===== config.mk =====
export PLATFORM = sky130hd
export DESIGN_NAME = cmsc_sysctl
export DESIGN_NICKNAME = d
export VERILOG_FILES = /design/src/rtl/cmsc_pkg.sv /design/src/rtl/cmsc_setclr.sv /design/src/rtl/cmsc_refcnt.sv /design/src/rtl/cmsc_desc_win.sv /design/src/rtl/cmsc_sysctl.sv
export SDC_FILE = /design/constraint.sdc
export NUM_CORES = 1
export LEC_CHECK = 0
export ABC_CLOCK_PERIOD_IN_PS = 5820
export BUFFER_PORTS_ARGS = -buffer_cell sky130_fd_sc_hd__buf_2
export CORE_ASPECT_RATIO = 2
export CORE_MARGIN = 4
export CORE_UTILIZATION = 30
export DETAILED_ROUTE_END_ITERATION = 8
export PLACE_DENSITY = 0.51
export SETUP_SLACK_MARGIN = 0.3
export SYNTH_ARGS = -nofsm -noshare
export SYNTH_HDL_FRONTEND = slang
export SYNTH_SLANG_ARGS = --single-unit

===== constraint.sdc =====
create_clock -name clk -period 5.82 [get_ports clk]
set_clock_uncertainty 0.2 [all_clocks]
set_input_delay 0.291 -clock clk [delete_from_list [all_inputs] [get_ports clk]]
set_output_delay 0.291 -clock clk [all_outputs]
set_load 0.02 [all_outputs]

===== src/rtl/cmsc_pkg.sv =====
package cmsc_pkg;

    localparam logic [31:0] ID_WORD   = 32'h411A_3001;
    localparam logic [31:0] STAT_WORD = 32'h0010_0000;
    localparam logic [31:0] OSC_RST   = 32'h0100_0048;
    localparam logic [31:0] AUX_RST   = 32'h0007_FEFF;
    localparam logic [31:0] SDRAM_RST = 32'h0001_1122;
    localparam logic [31:0] INIT_RST  = 32'h0000_0112;
    localparam logic [15:0] UNLOCK    = 16'hA05F;
    localparam logic [31:0] LOCK_OPEN = 32'h0001_A05F;

    // descriptor text and its first byte position
    localparam logic [87:0] DESC_TAG   = "MEMORY-CARD";
    localparam int          TAG_FIRST  = 73;
    localparam int          TAG_LEN    = 11;

    typedef enum logic [6:0] {
        IX_ID    = 7'd0,  IX_PROC  = 7'd1,  IX_OSC   = 7'd2,  IX_CTRL  = 7'd3,
        IX_STAT  = 7'd4,  IX_LOCK  = 7'd5,  IX_AUX   = 7'd7,  IX_SDRAM = 7'd8,
        IX_INIT  = 7'd9,  IX_REF   = 7'd10, IX_FLGS  = 7'd12, IX_FLGC  = 7'd13,
        IX_NVS   = 7'd14, IX_NVC   = 7'd15, IX_ISTAT = 7'd16, IX_IRAW  = 7'd17,
        IX_IENS  = 7'd18, IX_IENC  = 7'd19, IX_SWS   = 7'd20, IX_SWC   = 7'd21,
        IX_FSTAT = 7'd24, IX_FRAW  = 7'd25, IX_FENS  = 7'd26, IX_FENC  = 7'd27
    } reg_ix_e;

    typedef struct packed {
        logic remap;
        logic led;
    } ctrl_t;

    typedef struct packed {
        logic        wr;
        logic        rd;
        logic        in_map;   // upper address bits are zero
        logic [6:0]  ix;
    } bus_req_t;

    localparam int NBANK   = 4;
    localparam int BK_FLAG = 0;
    localparam int BK_NV   = 1;
    localparam int BK_IRQ  = 2;
    localparam int BK_FIQ  = 3;

    function automatic logic [31:0] size_code(input logic [15:0] mb);
        if (mb >= 16'd256)      return 32'h10;
        else if (mb >= 16'd128) return 32'h0C;
        else if (mb >= 16'd64)  return 32'h08;
        else if (mb >= 16'd32)  return 32'h04;
        return 32'h0;
    endfunction

    function automatic logic [7:0] desc_byte(input logic [6:0] i);
        int k;
        k = int'(i) - TAG_FIRST;
        if (k >= 0 && k < TAG_LEN) return DESC_TAG[8*(TAG_LEN-1-k) +: 8];
        case (i)
            7'd0:    return 8'h80;
            7'd1:    return 8'h08;
            7'd2:    return 8'h04;
            7'd3:    return 8'h0B;
            default: return 8'h00;
        endcase
    endfunction

    function automatic logic is_volt(input logic [6:0] i);
        return (i >= 7'd32) && (i <= 7'd35);
    endfunction

    function automatic logic rd_mapped(input logic [6:0] i);
        return (i >= 7'd64) || is_volt(i) ||
               (i inside {7'd0, 7'd1, 7'd2, 7'd3, 7'd4, 7'd5, 7'd7, 7'd8, 7'd9,
                          7'd10, 7'd12, 7'd14, 7'd16, 7'd17, 7'd18, 7'd20,
                          7'd24, 7'd25, 7'd26});
    endfunction

    function automatic logic wr_mapped(input logic [6:0] i);
        return is_volt(i) ||
               (i inside {7'd2, 7'd3, 7'd5, 7'd7, 7'd8, 7'd9, 7'd12, 7'd13,
                          7'd14, 7'd15, 7'd18, 7'd19, 7'd20, 7'd21, 7'd26, 7'd27});
    endfunction

endpackage


===== src/rtl/cmsc_setclr.sv =====
module cmsc_setclr #(
    parameter int            W       = 32,
    parameter logic [W-1:0]  RST_VAL = '0
) (
    input  logic         clk,
    input  logic         rst,
    input  logic         set_en,
    input  logic         clr_en,
    input  logic [W-1:0] mask,
    output logic [W-1:0] q
);
    logic [W-1:0] set_m;
    logic [W-1:0] clr_m;

    assign set_m = set_en ? mask : '0;
    assign clr_m = clr_en ? mask : '0;

    always_ff @(posedge clk) begin
        if (rst) q <= RST_VAL;
        else     q <= (q | set_m) & ~clr_m;
    end
endmodule


===== src/rtl/cmsc_refcnt.sv =====
module cmsc_refcnt #(
    parameter int CLK_HZ = 48_000_000,
    parameter int REF_HZ = 24_000_000,
    parameter int CNT_W  = 32
) (
    input  logic             clk,
    input  logic             rst,
    output logic [CNT_W-1:0] cnt
);
    localparam int ACC_W = $clog2(CLK_HZ + REF_HZ) + 1;
    localparam logic [ACC_W-1:0] STEP = ACC_W'(REF_HZ);
    localparam logic [ACC_W-1:0] WRAP = ACC_W'(CLK_HZ);

    logic [ACC_W-1:0] acc;
    logic [ACC_W-1:0] acc_sum;

    assign acc_sum = acc + STEP;

    always_ff @(posedge clk) begin
        if (rst) begin
            acc <= '0;
            cnt <= '0;
        end else if (acc_sum >= WRAP) begin
            acc <= acc_sum - WRAP;
            cnt <= cnt + 1'b1;
        end else begin
            acc <= acc_sum;
        end
    end
endmodule


===== src/rtl/cmsc_desc_win.sv =====
module cmsc_desc_win
    import cmsc_pkg::*;
(
    input  logic [6:0]  ix,
    output logic [31:0] val
);
    // lower half of the window shows descriptor bytes, upper half is zero
    always_comb begin
        if (ix[5]) val = '0;
        else       val = {24'h0, desc_byte(ix)};
    end
endmodule


===== src/rtl/cmsc_sysctl.sv =====
module cmsc_sysctl
    import cmsc_pkg::*;
#(
    parameter int ADDR_W = 9,
    parameter int CLK_HZ = 48_000_000,
    parameter int REF_HZ = 24_000_000
) (
    input  logic              clk,
    input  logic              rst,
    input  logic              wr_en,
    input  logic              rd_en,
    input  logic [ADDR_W-1:0] addr,
    input  logic [31:0]       wdata,
    input  logic [15:0]       mem_mb,
    output logic [31:0]       rdata,
    output logic              led_o,
    output logic              remap_o,
    output logic              rst_req_o,
    output logic              err_o
);
    localparam logic [6:0] BANK_SET_IX [NBANK] = '{7'd12, 7'd14, 7'd18, 7'd26};

    bus_req_t    req;
    reg_ix_e     ixe;
    logic        wr_go;
    logic [15:0] lock_q;
    logic [31:0] osc_q, aux_q, sdram_q, init_q;
    ctrl_t       ctrl_q;
    logic [31:0] ref_cnt;
    logic [31:0] win_val;
    logic [0:0]  soft_q;
    logic [31:0] level32;
    logic [31:0] bank_q [NBANK];

    generate
        if (ADDR_W > 9) begin : g_wide
            assign req.in_map = ~|addr[ADDR_W-1:9];
        end else begin : g_narrow
            assign req.in_map = 1'b1;
        end
    endgenerate

    assign req.ix = addr[8:2];
    assign req.wr = wr_en;
    assign req.rd = rd_en;
    assign ixe    = reg_ix_e'(req.ix);
    assign wr_go  = req.wr && req.in_map;

    // set/clear banks: flags, non-volatile flags, IRQ enable, FIQ enable
    for (genvar g = 0; g < NBANK; g++) begin : g_bank
        cmsc_setclr #(.W(32)) u_bank (
            .clk    (clk),
            .rst    (rst),
            .set_en (wr_go && (req.ix == BANK_SET_IX[g])),
            .clr_en (wr_go && (req.ix == BANK_SET_IX[g] + 7'd1)),
            .mask   (wdata),
            .q      (bank_q[g])
        );
    end

    cmsc_setclr #(.W(1)) u_soft (
        .clk    (clk),
        .rst    (rst),
        .set_en (wr_go && (ixe == IX_SWS)),
        .clr_en (wr_go && (ixe == IX_SWC)),
        .mask   (wdata[0]),
        .q      (soft_q)
    );
    assign level32 = {31'h0, soft_q};

    cmsc_refcnt #(.CLK_HZ(CLK_HZ), .REF_HZ(REF_HZ), .CNT_W(32)) u_ref (
        .clk (clk),
        .rst (rst),
        .cnt (ref_cnt)
    );

    cmsc_desc_win u_win (
        .ix  (req.ix),
        .val (win_val)
    );

    always_ff @(posedge clk) begin
        if (rst) begin
            lock_q    <= '0;
            osc_q     <= OSC_RST;
            aux_q     <= AUX_RST;
            sdram_q   <= SDRAM_RST | size_code(mem_mb);
            init_q    <= INIT_RST;
            ctrl_q    <= '0;
            rst_req_o <= 1'b0;
            err_o     <= 1'b0;
        end else begin
            rst_req_o <= wr_go && (ixe == IX_CTRL) && wdata[3];
            err_o     <= (req.rd && !(req.in_map && rd_mapped(req.ix))) ||
                         (req.wr && !(req.in_map && wr_mapped(req.ix)));
            if (wr_go) begin
                case (ixe)
                    IX_OSC:   if (lock_q == UNLOCK) osc_q <= wdata;
                    IX_AUX:   if (lock_q == UNLOCK) aux_q <= wdata;
                    IX_LOCK:  lock_q  <= wdata[15:0];
                    IX_CTRL:  ctrl_q  <= '{remap: wdata[2], led: wdata[0]};
                    IX_SDRAM: sdram_q <= wdata;
                    IX_INIT:  init_q  <= wdata;
                    default:  ;
                endcase
            end
        end
    end

    assign led_o   = ctrl_q.led;
    assign remap_o = ctrl_q.remap;

    always_comb begin
        rdata = '0;
        if (req.in_map) begin
            if (req.ix[6]) begin
                rdata = win_val;
            end else begin
                case (ixe)
                    IX_ID:    rdata = ID_WORD;
                    IX_STAT:  rdata = STAT_WORD;
                    IX_OSC:   rdata = osc_q;
                    IX_CTRL:  rdata = {29'h0, ctrl_q.remap, 1'b0, ctrl_q.led};
                    IX_LOCK:  rdata = (lock_q == UNLOCK) ? LOCK_OPEN : {16'h0, lock_q};
                    IX_AUX:   rdata = aux_q;
                    IX_SDRAM: rdata = sdram_q;
                    IX_INIT:  rdata = init_q;
                    IX_REF:   rdata = ref_cnt;
                    IX_FLGS:  rdata = bank_q[BK_FLAG];
                    IX_NVS:   rdata = bank_q[BK_NV];
                    IX_ISTAT: rdata = bank_q[BK_IRQ] & level32;
                    IX_IRAW:  rdata = level32;
                    IX_IENS:  rdata = bank_q[BK_IRQ];
                    IX_SWS:   rdata = level32;
                    IX_FSTAT: rdata = bank_q[BK_FIQ] & level32;
                    IX_FRAW:  rdata = level32;
                    IX_FENS:  rdata = bank_q[BK_FIQ];
                    default:  rdata = '0;
                endcase
            end
        end
    end
endmodule


==> impl_metrics.json <==
{
  "peakVddDrop_v": 0.0002280,
  "p_per_area_mw_per_mm2": 321.2,
  "grt_pass1_vias": 13903,
  "dp_cells": 2408,
  "finalCritPeriodShare_pct": 71.18,
  "htree_levels": 1,
  "met1_length_mm": 22.16,
  "port_buffers": 89,
  "finalHoldViolations": 0,
  "dr_wl_met3_mm": 3.134,
  "fillCellCount": 5252,
  "drt-vias-per-instance": 5.788,
  "netlist_area_mm2": 0.01512,
  "post-route-worst-setup-slack_ps": 1678,
  "antenna_found_initial": 1,
  "drc": 0,
  "leakage_nw": 5.800,
  "grt_pass1_wl_mm": 87.22,
  "cts_root_buf": "clkbuf_16",
  "ys_types": 68,
  "hpwl_mm": 35.61,
  "worst_pin_slew_ps": 1219,
  "ys_ff_latch": 328,
  "synth_seq_area_share_pct": 45.22,
  "grt_usage_pct": 20.36,
  "met2_length_mm": 30.16,
  "p_sw_share_pct": 31.49,
  "yosysWarnings": 0,
  "fin_cells": 2499,
  "p_clk_share_pct": 35.2,
  "syn-num-nets": 1891,
  "layout_common_cells": "nand2_1, dfxtp_1, a21oi_1",
  "coreArea_mm2": 0.04993,
  "pin_count": 97,
  "netlist_instances": 1821,
  "slew_viol_final": 0,
  "layout-drive-gt1-share_pct": 10.65,
  "p_seq_share_pct": 44.1,
  "hold_path.class": "input pin to flip-flop",
  "vias": 14465,
  "grt_max_degree": 106,
  "synthArstFlopShare_pct": 0,
  "dr.pass1.iters": 9,
  "p_int_mw": 3.817,
  "initial_core_util_pct": 30.28,
  "maxSlewHeadroom_pct": 18.71,
  "cp-end-kind": "flip-flop",
  "synthSimpleGateAreaFrac_pct": 18.95,
  "synth_top_family_by_area": "compound AO/OA/AOI/OAI gates",
  "fin_setup_tns_ps": 0,
  "topRoutingLayerUsed": "met4",
  "setup_violations": 0,
  "pre_cts_ws_ps": 1549,
  "grt_overflow_total": 0,
  "clkLatencyLatePin_ps": 590,
  "comb_power_share_pct": 20.8,
  "rows": 116,
  "nets": 1897,
  "die_area_mm2": 0.05427,
  "path_max_fanout": 19,
  "muxShareOfSynthArea_pct": 0.8937,
  "synth_compound_area_share_pct": 27.62,
  "wire_per_inst_um": 23.19,
  "synth_xor_area_share_pct": 1.448,
  "layout_commonest_cell": "nand2_1",
  "startpoint_type": "flip-flop",
  "arrival_ps": 4380,
  "wirelength_mm": 57.96,
  "clock-sinks": 328,
  "cts_buffers": 30,
  "routabilityCongestion": 0.8430,
  "cts_tree": "yes",
  "min_period_ps": 4142,
  "drtIter0Drc": 1346,
  "path_clk_slew_ps": 80,
  "ant_nets": 0,
  "die_h_um": 325.5,
  "outcome": "finished, final reports clean",
  "cap_violations": 0,
  "syn2layout_area_growth_pct": 14.71,
  "cts_resized": 0,
  "rsz0062_at_grt": "false",
  "yosys.area_share.adder_pct": 0.7448,
  "fmax_mhz": 241.4,
  "clock_path_buffers": 3,
  "dieWidth_um": 166.7,
  "avgSynthCellArea_um2": 8.303,
  "ys.flop_type": "dfxtp_1",
  "path_class": "flip-flop to flip-flop",
  "synth_edf_count": 27,
  "p_switching_mw": 1.754,
  "critical_path_required_ps": 6060
}
-- metal layers --
metal / vias to the layer above / track usage, %
li1: 6735 / -
met1: 7041 / 23.79
met2: 550 / 37.25
met3: 139 / 2.310
met4: 0 / 8.777
met5: - / 0
-- through the flow --
step	utilization [%]	hold WS (ps)	total power [mW]	instance area, um2
2_1_floorplan	-	235.3	3.352	15120
3_3_place_gp	32.15	240.8	3.617	16050
3_5_place_dp	32.15	246.8	3.637	16050
4_1_cts	34.73	10.49	5.614	17340
5_1_grt	34.73	58.11	5.827	17340
6_report	34.74	26.09	5.571	17340
-- flip-flops by register name (all words and copies together), names as in the netlist, 16 cells and up --
name and cells:
u_ref.cnt 32, u_ref.acc 19, osc_q 32, lock_q 16
init_q 32, sdram_q 32, g_bank.u_bank.q 128, aux_q 32
-- cells by family after synthesis --
family,after synthesis
AOI/OAI and AO/OA,643
and+or+nand+nor,606
DFF,328
muxes,13
buffers and inverters,197
adders and majority gates,9
xor gates and xnor gates,25
-- cells in the mapped netlist, types with 5 or more instances --
master / count / area share [%]
o31ai_1: 16 / 0.79
or3_1: 26 / 1.1
a22oi_1: 48 / 2.4
nor3_1: 19 / 0.63
a21oi_1: 273 / 9.0
nor4_1: 8 / 0.33
nand3_1: 68 / 2.3
clkbuf_1: 166 / 4.1
or4_1: 17 / 0.84
inv_1: 12 / 0.30
dfxtp_1: 301 / 40
nand2_1: 304 / 7.5
xnor2_1: 15 / 0.87
a22o_1: 27 / 1.6
a222oi_1: 23 / 1.5
o21a_1: 6 / 0.30
xor2_1: 10 / 0.58
and2_1: 35 / 1.4
mux2i_1: 9 / 0.60
nor2b_1: 6 / 0.25
a221oi_1: 36 / 2.1
edfxtp_1: 27 / 5.4
nor2_1: 47 / 1.2
ha_1: 9 / 0.74
buf_1: 5 / 0.12
buf_2: 7 / 0.23
a31oi_1: 6 / 0.25
and3_1: 18 / 0.74
o21ai_0: 53 / 1.8
a211oi_1: 129 / 6.4
nand4_1: 32 / 1.3
-- path summary, 6_finish.rpt --
kind / cells past startpoint / slack, ps / endpoint / from
max: 11 / 1680 / u_ref.acc[11] / u_ref.acc[9]
min: 4 / 30 / sdram_q[3] / mem_mb[14]
max reg2reg: 11 / 1680 / u_ref.acc[11] / u_ref.acc[9]
min reg2reg: 2 / 250 / osc_q[15] / osc_q[15]
-- cell type report --
cell class	instances	area, um2	area share (%)
multi-input cells	1296	7631	44.00
clock inverters	9	51.30	0.2958
repair buffers	157	1080	6.226
inverters	14	52.55	0.3030
clock buffers	45	878.3	5.064
diodes	1	2.502	0.01443
well taps	649	812.0	4.682
flip-flops and latches	328	6837	39.42
-- power by group through the flow --
stage / sequential (mW) / clock [mW] / combinational (mW)
5_1_grt: 2.47 / 2.07 / 1.29
3_3_place_gp: 2.50 / 0 / 1.11
6_report: 2.45 / 1.96 / 1.16
2_1_floorplan: 2.44 / 0 / 0.913
3_5_place_dp: 2.50 / 0 / 1.13
4_1_cts: 2.45 / 2.00 / 1.16
-- worst max-delay path, stage by stage (launching register included) --
cell	delay, ps
dfxtp_1	410
inv_1	70
ha_1	250
nand2b_1	220
a21oi_1	470
a31oi_1	180
a2bb2oi_1	480
o311ai_1	280
a311oi_4	820
buf_4	360
mux2i_1	220
nor2_1	50
-- repair_timing --
| action | in CTS | in global routing |
|---|---|---|
| endpoints found under the hold margin | 273 | 0 |
| setup buffers | 0 | 0 |
| hold buffers | 36 | 0 |
(Power assumes the default switching activity.)
